`src/rtl/cfg_pkg.sv`:
```
package cfg_pkg;
  localparam int CFG_DW      = 16;
  localparam int CFG_AW      = 3;
  localparam int CFG_NREG    = 6;
  localparam int GAIN_WORD   = 2;
  localparam int GAIN_LSB    = 2;
  localparam int GAIN_W      = 3;

  function automatic logic [CFG_DW-1:0] reset_word(input int idx);
    case (idx)
      0:       reset_word = 16'h0002;
      1:       reset_word = 16'h0008;
      2:       reset_word = 16'h7800;
      3:       reset_word = 16'h7ACE;
      5:       reset_word = 16'hC800;
      default: reset_word = 16'h0000;
    endcase
  endfunction
endpackage

```
`src/rtl/cfg_sync.sv`:
```
module cfg_sync #(
  parameter int N = 2
) (
  input  logic         clk,
  input  logic         rst_ni,
  input  logic [N-1:0] d_i,
  output logic [N-1:0] q_o
);
  logic [N-1:0] meta_q, lvl_q;

  always_ff @(posedge clk or negedge rst_ni) begin
    if (!rst_ni) begin
      meta_q <= '0;
      lvl_q  <= '0;
    end else begin
      meta_q <= d_i;
      lvl_q  <= meta_q;
    end
  end

  assign q_o = lvl_q;
endmodule

```
`src/rtl/cfg_frame_rx.sv`:
```
module cfg_frame_rx #(
  parameter int DW = 16,
  parameter int AW = 3,
  localparam int FRAME = DW + AW,
  localparam int CW = $clog2(FRAME + 2)
) (
  input  logic          clk,
  input  logic          rst_ni,
  input  logic          wr_lvl_i,
  input  logic          wr_rise_i,
  input  logic          sclk_fall_i,
  input  logic          sdi_i,
  output logic          commit_o,
  output logic [AW-1:0] addr_o,
  output logic [DW-1:0] data_o,
  output logic [CW-1:0] cnt_o
);
  localparam logic [CW-1:0] LAST_BIT = CW'(FRAME);
  localparam logic [CW-1:0] IDLE     = CW'(FRAME + 1);

  logic [CW-1:0]    cnt_q, cnt_d;
  logic [FRAME-1:0] hold_q, hold_d;
  logic             commit_q, commit_d;

  always_comb begin
    cnt_d    = cnt_q;
    hold_d   = hold_q;
    commit_d = 1'b0;
    if (wr_rise_i) begin
      cnt_d = '0;
    end else if (wr_lvl_i && sclk_fall_i) begin
      if (cnt_q < LAST_BIT) begin
        hold_d[cnt_q] = sdi_i;
        cnt_d         = cnt_q + 1'b1;
      end else if (cnt_q == LAST_BIT) begin
        commit_d = 1'b1;
        cnt_d    = IDLE;
      end
    end
  end

  always_ff @(posedge clk or negedge rst_ni) begin
    if (!rst_ni) begin
      cnt_q    <= IDLE;
      hold_q   <= '0;
      commit_q <= 1'b0;
    end else begin
      cnt_q    <= cnt_d;
      hold_q   <= hold_d;
      commit_q <= commit_d;
    end
  end

  assign commit_o = commit_q;
  assign data_o   = hold_q[DW-1:0];
  assign addr_o   = hold_q[FRAME-1:DW];
  assign cnt_o    = cnt_q;
endmodule

```
`src/rtl/cfg_reg_bank.sv`:
```
module cfg_reg_bank
  import cfg_pkg::*;
#(
  parameter int DW   = 16,
  parameter int AW   = 3,
  parameter int NREG = 6
) (
  input  logic             clk,
  input  logic             rst_ni,
  input  logic             commit_i,
  input  logic [AW-1:0]    addr_i,
  input  logic [DW-1:0]    data_i,
  output logic [NREG*DW-1:0] regs_o,
  output logic [DW-1:0]    rd_word_o
);
  logic [DW-1:0] word_q [NREG];
  logic          src_ok_q, src_ok_d;
  logic [AW-1:0] src_q, src_d;
  logic          addr_ok;

  assign addr_ok = (int'(addr_i) < NREG);

  for (genvar g = 0; g < NREG; g++) begin : g_word
    logic          wen;
    logic [DW-1:0] nxt;
    assign wen = commit_i && (int'(addr_i) == g);
    assign nxt = wen ? data_i : word_q[g];
    always_ff @(posedge clk or negedge rst_ni) begin
      if (!rst_ni) word_q[g] <= reset_word(g);
      else         word_q[g] <= nxt;
    end
    assign regs_o[g*DW +: DW] = word_q[g];
  end

  always_comb begin
    src_ok_d = src_ok_q;
    src_d    = src_q;
    if (commit_i) begin
      src_ok_d = addr_ok;
      src_d    = addr_i;
    end
  end

  always_ff @(posedge clk or negedge rst_ni) begin
    if (!rst_ni) begin
      src_ok_q <= 1'b0;
      src_q    <= '0;
    end else begin
      src_ok_q <= src_ok_d;
      src_q    <= src_d;
    end
  end

  always_comb begin
    rd_word_o = '0;
    for (int i = 0; i < NREG; i++) begin
      if (src_ok_q && (int'(src_q) == i)) rd_word_o = word_q[i];
    end
  end
endmodule

```
`src/rtl/cfg_read_tx.sv`:
```
module cfg_read_tx #(
  parameter int DW = 16
) (
  input  logic          clk,
  input  logic          rst_ni,
  input  logic          wr_lvl_i,
  input  logic          wr_fall_i,
  input  logic          sclk_fall_i,
  input  logic [DW-1:0] word_i,
  output logic          sdo_o,
  output logic          oe_o
);
  logic [DW-1:0] sh_q, sh_d;
  logic          oe_q, oe_d;

  always_comb begin
    sh_d = sh_q;
    oe_d = !wr_lvl_i;
    if (wr_fall_i)                     sh_d = word_i;
    else if (!wr_lvl_i && sclk_fall_i) sh_d = {1'b0, sh_q[DW-1:1]};
  end

  always_ff @(posedge clk or negedge rst_ni) begin
    if (!rst_ni) begin
      sh_q <= '0;
      oe_q <= 1'b0;
    end else begin
      sh_q <= sh_d;
      oe_q <= oe_d;
    end
  end

  assign sdo_o = sh_q[0];
  assign oe_o  = oe_q;
endmodule

```
`src/rtl/cfg_serial_port.sv`:
```
module cfg_serial_port
  import cfg_pkg::*;
#(
  parameter int DATA_W   = CFG_DW,
  parameter int ADDR_W   = CFG_AW,
  parameter int NUM_REGS = CFG_NREG,
  localparam int FRAME = DATA_W + ADDR_W,
  localparam int CW    = $clog2(FRAME + 2)
) (
  input  logic                       clk,
  input  logic                       rst_ni,
  input  logic                       sclk_i,
  input  logic                       wr_sel_i,
  input  logic                       sdio_i,
  output logic                       sdio_o,
  output logic                       sdio_oe_o,
  output logic [NUM_REGS*DATA_W-1:0] regs_o,
  output logic [GAIN_W-1:0]          pdrv_gain_o
);
  logic rst_m_q, rst_sn;

  always_ff @(posedge clk or negedge rst_ni) begin
    if (!rst_ni) begin
      rst_m_q <= 1'b0;
      rst_sn  <= 1'b0;
    end else begin
      rst_m_q <= 1'b1;
      rst_sn  <= rst_m_q;
    end
  end

  logic [2:0] pins_s;
  logic       mode_lvl, sclk_lvl, sdi_lvl;
  logic       mode_prv, sclk_prv;
  logic       mode_rise, mode_fall, sclk_fall;

  cfg_sync #(.N(3)) i_sync (
    .clk(clk), .rst_ni(rst_sn),
    .d_i({sdio_i, sclk_i, wr_sel_i}), .q_o(pins_s)
  );
  assign {sdi_lvl, sclk_lvl, mode_lvl} = pins_s;

  always_ff @(posedge clk or negedge rst_sn) begin
    if (!rst_sn) begin
      mode_prv <= 1'b0;
      sclk_prv <= 1'b0;
    end else begin
      mode_prv <= mode_lvl;
      sclk_prv <= sclk_lvl;
    end
  end

  assign mode_rise = mode_lvl & ~mode_prv;
  assign mode_fall = ~mode_lvl & mode_prv;
  assign sclk_fall = ~sclk_lvl & sclk_prv;

  logic              commit;
  logic [ADDR_W-1:0] cm_addr;
  logic [DATA_W-1:0] cm_data;
  logic [CW-1:0]     frm_cnt;
  logic [DATA_W-1:0] rd_word;

  cfg_frame_rx #(.DW(DATA_W), .AW(ADDR_W)) i_rx (
    .clk(clk), .rst_ni(rst_sn),
    .wr_lvl_i(mode_lvl), .wr_rise_i(mode_rise),
    .sclk_fall_i(sclk_fall), .sdi_i(sdi_lvl),
    .commit_o(commit), .addr_o(cm_addr), .data_o(cm_data), .cnt_o(frm_cnt)
  );

  cfg_reg_bank #(.DW(DATA_W), .AW(ADDR_W), .NREG(NUM_REGS)) i_bank (
    .clk(clk), .rst_ni(rst_sn),
    .commit_i(commit), .addr_i(cm_addr), .data_i(cm_data),
    .regs_o(regs_o), .rd_word_o(rd_word)
  );

  cfg_read_tx #(.DW(DATA_W)) i_tx (
    .clk(clk), .rst_ni(rst_sn),
    .wr_lvl_i(mode_lvl), .wr_fall_i(mode_fall),
    .sclk_fall_i(sclk_fall), .word_i(rd_word),
    .sdo_o(sdio_o), .oe_o(sdio_oe_o)
  );

  assign pdrv_gain_o = regs_o[GAIN_WORD*DATA_W + GAIN_LSB +: GAIN_W];
endmodule

```
`config.mk`:
```
export PLATFORM = sky130hd
export DESIGN_NAME = cfg_serial_port
export DESIGN_NICKNAME = d
export VERILOG_FILES = /design/src/rtl/cfg_pkg.sv /design/src/rtl/cfg_sync.sv /design/src/rtl/cfg_frame_rx.sv /design/src/rtl/cfg_reg_bank.sv /design/src/rtl/cfg_read_tx.sv /design/src/rtl/cfg_serial_port.sv
export SDC_FILE = /design/constraint.sdc
export NUM_CORES = 1
export LEC_CHECK = 0
export ABC_AREA = 1
export BUFFER_PORTS_ARGS = -buffer_cell sky130_fd_sc_hd__buf_2
export CAP_MARGIN = 0
export CELL_PAD_IN_SITES_DETAIL_PLACEMENT = 1
export CELL_PAD_IN_SITES_GLOBAL_PLACEMENT = 1
export CORE_MARGIN = 2
export CORE_UTILIZATION = 38
export DETAILED_ROUTE_END_ITERATION = 6
export MAX_ROUTING_LAYER = met4
export PLACE_DENSITY = 0.75
export SYNTH_ARGS = -nofsm -noshare
export SYNTH_HDL_FRONTEND = slang
export SYNTH_SLANG_ARGS = --single-unit
```
`constraint.sdc`:
```
create_clock -name clk -period 4.3 [get_ports clk]
set_clock_uncertainty 0.15 [all_clocks]
set_input_delay 0.86 -clock clk [delete_from_list [all_inputs] [get_ports clk]]
set_output_delay 0.86 -clock clk [all_outputs]
set_load 0.05 [all_outputs]
```
==> results.md, run 1 <==
* Status: finished, final reports clean
* Setup-failing EPs final at 0
* Hpwl dp at 14350 um
* TritonCTS clock tree: built
* Synth Flop Type: dfrtp_1
* Clock power share at 0.496
* Syn Nets at 785
* Clock Latency Late Sink at 0.43 ns
* Postcts setup bufs at 0
* Die Y at approximately 140 um
* Resize count post-CTS at 0
* Pleak at 3.746 nW
* H-tree Lvls at 4
* Io pins at 106
* CTS Buffer Depth at 2
* Fillers at slightly above 2000
* RR Startpoint: i_rx.commit_o
* CP arrival at roughly 2.5 ns
* Vias at 5735
* Worst setup path end: i_bank.regs_o[40]
* Fmax at 0.4279 GHz
* Reg2Reg Depth at 4
* Final Critical Period at 2.337 ns
* Crit Path Class: reg2reg
* Routed len/inst at 18.34 um
* Reg2Reg Setup Slack at 1.96 ns
* Clock sinks at 152
* Crit start category: flip-flop
* Layout cell share with drive strength beyond 1 at 0.1993
* Final period util at 0.5435
* Routed Antenna Nets at 0
* Mapped Cells at 776
* Setup crit end kind: flip-flop
* Delay-heaviest family, CP: simple AND/OR/NAND/NOR gates
* Core Area at approximately 0.017 mm2
* Final WL at slightly above 20000 um
* Setup ws final at 1.963 ns
* Routability cong. at 0.8700
* Fin. Hold Viols at 0
* Synth warn at 0
* Initial Utilization at 0.3867
* Worst-path clk slew at 0.06 ns
* Antenna violations before repair at 0
* Synth cell types at 34
* Cell-internal power at 0.002476 W
* Fin util at 0.4618
* First-pass GRT wire length at 31750 um
* Max Cap Viol at 0
* Post-layout nets at roughly 880
* # diodes at 0
* Die footprint at 0.01855 mm2
* Synth area leaders: dfrtp_1, nand2_1, o21ai_0, dfstp_2, inv_1
* Post-route DRC at 0
* Register Area at 0.003834 mm2
* Root buf cell: clkbuf_16
* Slew HR at 0.2701
* Critical-path top delay cell: nand3_1
* RSZ-0062 raised after global routing: no
* Syn_area_per_cell at 8.560 um2
* Worst reg2reg endpoint: i_bank.regs_o[40]
* Critical path peak fanout at 32
* Sequential area share after synthesis at 0.5766
* Non-filler cells in the finished layout at between 1000 and 1500
* Sw Ratio at 0.2243
* Setup TNS at 0 ns
* Slowest stage delay, CP at 0.81 ns
* Drt pass-1 iters at 5
* Post-Place Setup Slack at 2.029 ns
* Critical path depth in cells at 4
* Area grow syn2layout at 19.42%
* Worst-path cell chain: inv_1, nor2_1, nand3_1, o21ai_0
* Gate power share at 0.035
* Total GRT Usage at 0.2348
* Most common cell after layout, fill and taps aside: nand2_1
* EDFF count, synth at 0
* Slew @ Worst Pin at 1.092 ns
* Setup crit start: i_rx.commit_o
* Yosys top cell area share at 0.4935
* Via density at 5.176
* DP Cell Count at 1076
* Vias in the first global route at 5727
* 1st-iter DRT viols at 339
* Max-slew violations at 0
* Required time of the critical path at 4.45 ns
* Total CTS buffers at 17
* Post-Syn Area at around 0.0066 mm2
* Num rows at 48
* Area of the multi-input gates at 0.002385 mm2
* Largest net degree at the start of global routing at 86
* Synth Register Bits at 152
* Peak supply drop at 0.2770 mV
* Dominant cell type by area after synthesis: dfrtp_1
* Asr flop ratio synth at 1.000
* Hold-fix buffers, CTS at 0
* CP bufs+invs at 1
* Flop pwr share at 0.469
* Psw at ~0.0007 W
* Commonest cells after routing, fill and taps aside: nand2_1, dfrtp_1, o21ai_0, buf_2, inv_1
* IO Port Bufs at 105
* Power Density at 402.4 mW/mm2
* Worst Hold Class: in2async
* Hold Slack at 0.05074 ns
* Gr ovfl total at 0
* Die Wd at 136.2 um
## layer usage
metal,up-vias,track usage,share of wire
li1,2701,-,-
met1,2857,0.2811,0.43
met2,137,0.3900,0.50
met3,40,0.03840,0.033
met4,0,0.1065,0.037
met5,-,-,0
## Yosys cell counts (2+ instances only)
cell and n:
buf_4 8, nand4_1 8, nor2_2 2, o21ai_0 128, nand3_1 36, nand2_1 247
ha_1 4, dfstp_2 21, clkbuf_1 16, inv_1 65, nor2_1 48, buf_2 6
o22ai_1 12, nor3_1 10, nand3b_1 5, nor2_4 4, dfrtp_1 131, o21ai_1 4
inv_2 5, nand3_2 2
## cell type report
| type | count | share of cell area |
|---|---|---|
| flip-flops and latches | 152 | 0.4833 |
| clock inverters | 13 | 0.02240 |
| well taps | 225 | 0.03549 |
| inverters | 71 | 0.03360 |
| clock buffers | 19 | 0.05584 |
| repair buffers | 106 | 0.06877 |
| multi-input cells | 522 | 0.3006 |
## registers in the layout, summed over array words and instances (netlist names)
register and cells:
i_sync.q_o 3, mode_prv 1, i_bank.src_q 3, rst_sn 1, rst_m_q 1, i_sync.meta_q 3, i_tx.sh_q 16, i_bank.src_ok_q 1
i_rx.cnt_o 5, sclk_prv 1, i_rx.hold_q 19, i_tx.oe_o 1, i_rx.commit_o 1, i_bank.regs_o 96
## worst reg2reg max path, stage by stage, from the launching register on
cell,delay (ns)
dfrtp_1,0.42
inv_1,0.08
nor2_1,0.22
nand3_1,0.81
o21ai_0,0.53
## cells by family (layout without fill, tap and decap cells)
kind of cell | after synthesis | in the layout | share of synthesized area
flip-flops | 152 | 152 | 0.5766
XOR/XNOR | 1 | 1 | 0.001319
buffers and inverters | 102 | 209 | 0.06442
other | 1 | 1 | 0.0005645
adder cells (fa/ha/maj) | 4 | 4 | 0.007535
AO/OA/AOI/OAI | 150 | 150 | 0.1173
AND/OR/NAND/NOR | 366 | 366 | 0.2322
## power by group through the flow
stage	logic [W]	clock network (W)	registers, W
finish	0.000112	0.00158	0.00150
global route	0.000128	0.00166	0.00150
CTS	0.000115	0.00161	0.00150
detailed placement	0.000113	0	0.00152
global placement	0.000109	0	0.00152
floorplan	0.0000621	0	0.00153
## how the worst min path moves through the flow
stage                         end  slack [ns]  cells past startpoint
floorplan                  rst_sn        0.18                      0
global placement    i_sync.q_o[2]        0.18                      0
detailed placement  i_sync.q_o[1]        0.19                      0
CTS                        rst_sn        0.04                      1
global route               rst_sn        0.04                      1
finish                     rst_sn        0.05                      1
## stage by stage
stage | area, um2 | power, W
floorplan | 6644 | 0.001589
global placement | 7312 | 0.001629
detailed placement | 7312 | 0.001633
CTS | 7933 | 0.003217
global route | 7933 | 0.003289
finish | 7933 | 0.003192
(Power assumes the default switching activity.)
==> run 2, diff against run 1 <==
--- a/config.mk
+++ b/config.mk
@@ -11,10 +11,10 @@
 export CELL_PAD_IN_SITES_DETAIL_PLACEMENT = 1
 export CELL_PAD_IN_SITES_GLOBAL_PLACEMENT = 1
 export CORE_MARGIN = 2
-export CORE_UTILIZATION = 38
+export CORE_UTILIZATION = 42
 export DETAILED_ROUTE_END_ITERATION = 6
 export MAX_ROUTING_LAYER = met4
-export PLACE_DENSITY = 0.75
+export PLACE_DENSITY = 0.79
 export SYNTH_ARGS = -nofsm -noshare
 export SYNTH_HDL_FRONTEND = slang
 export SYNTH_SLANG_ARGS = --single-unit
==> constraint.sdc (replaced) <==
create_clock -name clk -period 2.2 [get_ports clk]
set_clock_uncertainty 0.15 [all_clocks]
set_input_delay 0.44 -clock clk [delete_from_list [all_inputs] [get_ports clk]]
set_output_delay 0.44 -clock clk [all_outputs]
set_load 0.05 [all_outputs]
==> run 2 against run 1 <==
  * Critical path depth up 3
  * Final cell count grew 0.45%
  * Register-to-register slack worse by 1.7 ns
  * Setup slack got worse by 1.7 ns
  * Clock power up 92%
  * Clock-buffer cell count is 5 higher
  * Hold slack better by 0.14 ns
  * Critical path type unchanged
  * Largest power group unchanged
==> results.md, run 2 (synthesis results as in run 1) <==
* Slew @ Worst Pin at approximately 0.6 ns
* Hpwl dp at ~15000 um
* Antenna violations before repair at 0
* CTS Buffer Depth at 2
* Num rows at 45
* Worst-path clk slew at about 0.060 ns
* RSZ-0062 raised after global routing: no
* Fillers at 1869
* Final WL at 21000 um
* WL met3 at around 600 um
* Core Area at 0.01531 mm2
* Drt pass-1 iters at 4
* Routability cong. at 0.8817
* Highest metal used: met4
* H-tree Lvls at 4
* Clock sinks at about 150
* Post-layout nets at 898
* Setup TNS at 0 ns
* Post-route DRC at 0
* Area grow syn2layout at 21.60%
* Vias at 5886
* Io pins at 106
* Final period util at 0.8947
* Max-slew violations at 0
* Reg2Reg Depth at 7
* Clock Latency Late Sink at 0.43 ns
* Die footprint at approximately 0.017 mm2
* Max reg flops at 96
* Status: finished, final reports clean
* Fmax at between 0.5 and 0.6 GHz
* Commonest cells after routing, fill and taps aside: nand2_1, dfrtp_1, o21ai_0, buf_2, inv_1
* Setup-failing EPs final at 0
* Gr ovfl total at 0
* Vias in the first global route at ~6000
* Via density at approximately 5.3
* Peak supply drop at between 0.5 and 0.6 mV
* Routed Antenna Nets at 0
* IO Port Bufs at ~110
* Die Y at 129.8 um
* 1st-iter DRT viols at 360
* Routed len/inst at 18.86 um
* Worst setup path end: i_tx.sh_q[13]
* Largest net degree at the start of global routing at between 40 and 50
* Fin. Hold Viols at 0
* Die Wd at 129.8 um
* Required time of the critical path at 2.43 ns
* Setup crit start: i_sync.q_o[0]
* Slew HR at 0.6072
* DR WL met2 at 10710 um
* CP arrival at between 2 and 2.5 ns
* Crit Path Class: reg2reg
* Power Density at a little under 800 mW/mm2
* Total GRT Usage at 0.2703
* Root buf cell: clkbuf_16
* First-pass GRT wire length at 33340 um
* Final Critical Period at 1.968 ns
* WL met1 at 9112 um
* TritonCTS clock tree: built
* Initial Utilization at 0.4337
* Total CTS buffers at 17
* Critical path peak fanout at 14
* Crit start category: flip-flop
* Worst Hold Class: in2async
* Pleak at 3.837 nW
* RR Startpoint: i_sync.q_o[0]
* Worst reg2reg endpoint: i_tx.sh_q[13]
* Setup crit end kind: flip-flop
* Reg2Reg Setup Slack at 0.23 ns
* # diodes at 0
* Max Cap Viol at 0
* Layout cell share with drive strength beyond 1 at 0.2095
* Most common cell after layout, fill and taps aside: nand2_1
* Hold Slack at 0.1858 ns
run 2: worst min path at each step:
stage,start,cells after the start,slack [ns],end
2_1_floorplan,rst_ni,0,-0.006,rst_m_q
3_3_place_gp,rst_ni,1,0.08,rst_m_q
3_5_place_dp,rst_ni,1,0.08,rst_sn
4_1_cts,rst_ni,2,0.16,rst_sn
5_1_grt,rst_ni,2,0.20,rst_m_q
6_report,rst_ni,2,0.19,rst_sn
run 2: stage by stage:
| stage | setup WS, ns | instance area, um2 | util | std cells | power (W) |
|---|---|---|---|---|---|
| finish | 0.2316 | 8078 | 0.5275 | 1113 | 0.006206 |
| global route | 0.1063 | 8078 | 0.5275 | 1113 | 0.006373 |
| CTS | 0.1089 | 8073 | 0.5271 | 1113 | 0.006221 |
| detailed placement | 0.1332 | 7432 | 0.4853 | 1077 | 0.003210 |
| global placement | 0.2939 | 7432 | 0.4853 | 1077 | 0.003190 |
| floorplan | 0.4738 | 6646 | - | 776 | 0.003106 |
run 2: worst max-delay path, cell delays in order, from the launching register on:
cell and delay [ns]:
dfrtp_1 0.36, inv_1 0.12, nand2_1 0.41, clkinv_1 0.45
nand2_1 0.19, nand3b_1 0.12, nand2_1 0.06, inv_1 0.05
run 2: what timing repair did:
item | in CTS | in global routing
gates resized for setup | 0 | 1
setup buffers | 0 | 0
endpoints found under the setup margin | 0 | 9
endpoints found under the hold margin | 5 | 0
hold buffers | 4 | 0
run 2: metal layers:
| metal | track usage | up-vias |
|---|---|---|
| met5 | - | - |
| met4 | 0.09614 | 0 |
| met3 | 0.04100 | 39 |
| met2 | 0.4601 | 130 |
| met1 | 0.3289 | 2998 |
| li1 | - | 2719 |
run 2: final cells by class:
class / instances / area, um2 / area share
clock buffer: 24 / 481.7 / 0.05963
sequential: 152 / 3834 / 0.4746
inverter: 71 / 266.5 / 0.03299
clock inverter: 8 / 118.9 / 0.01471
tap: 211 / 264.0 / 0.03268
timing repair buffer: 125 / 723.2 / 0.08953
multi-input combinational: 522 / 2390 / 0.2958
run 2: power breakdown:
group	switching, W	leakage [nW]	internal (W)
Clock	0.00117	0.298	0.00187
Combinational	0.000174	1.55	0.0000745
Sequential	0.0000570	1.99	0.00286
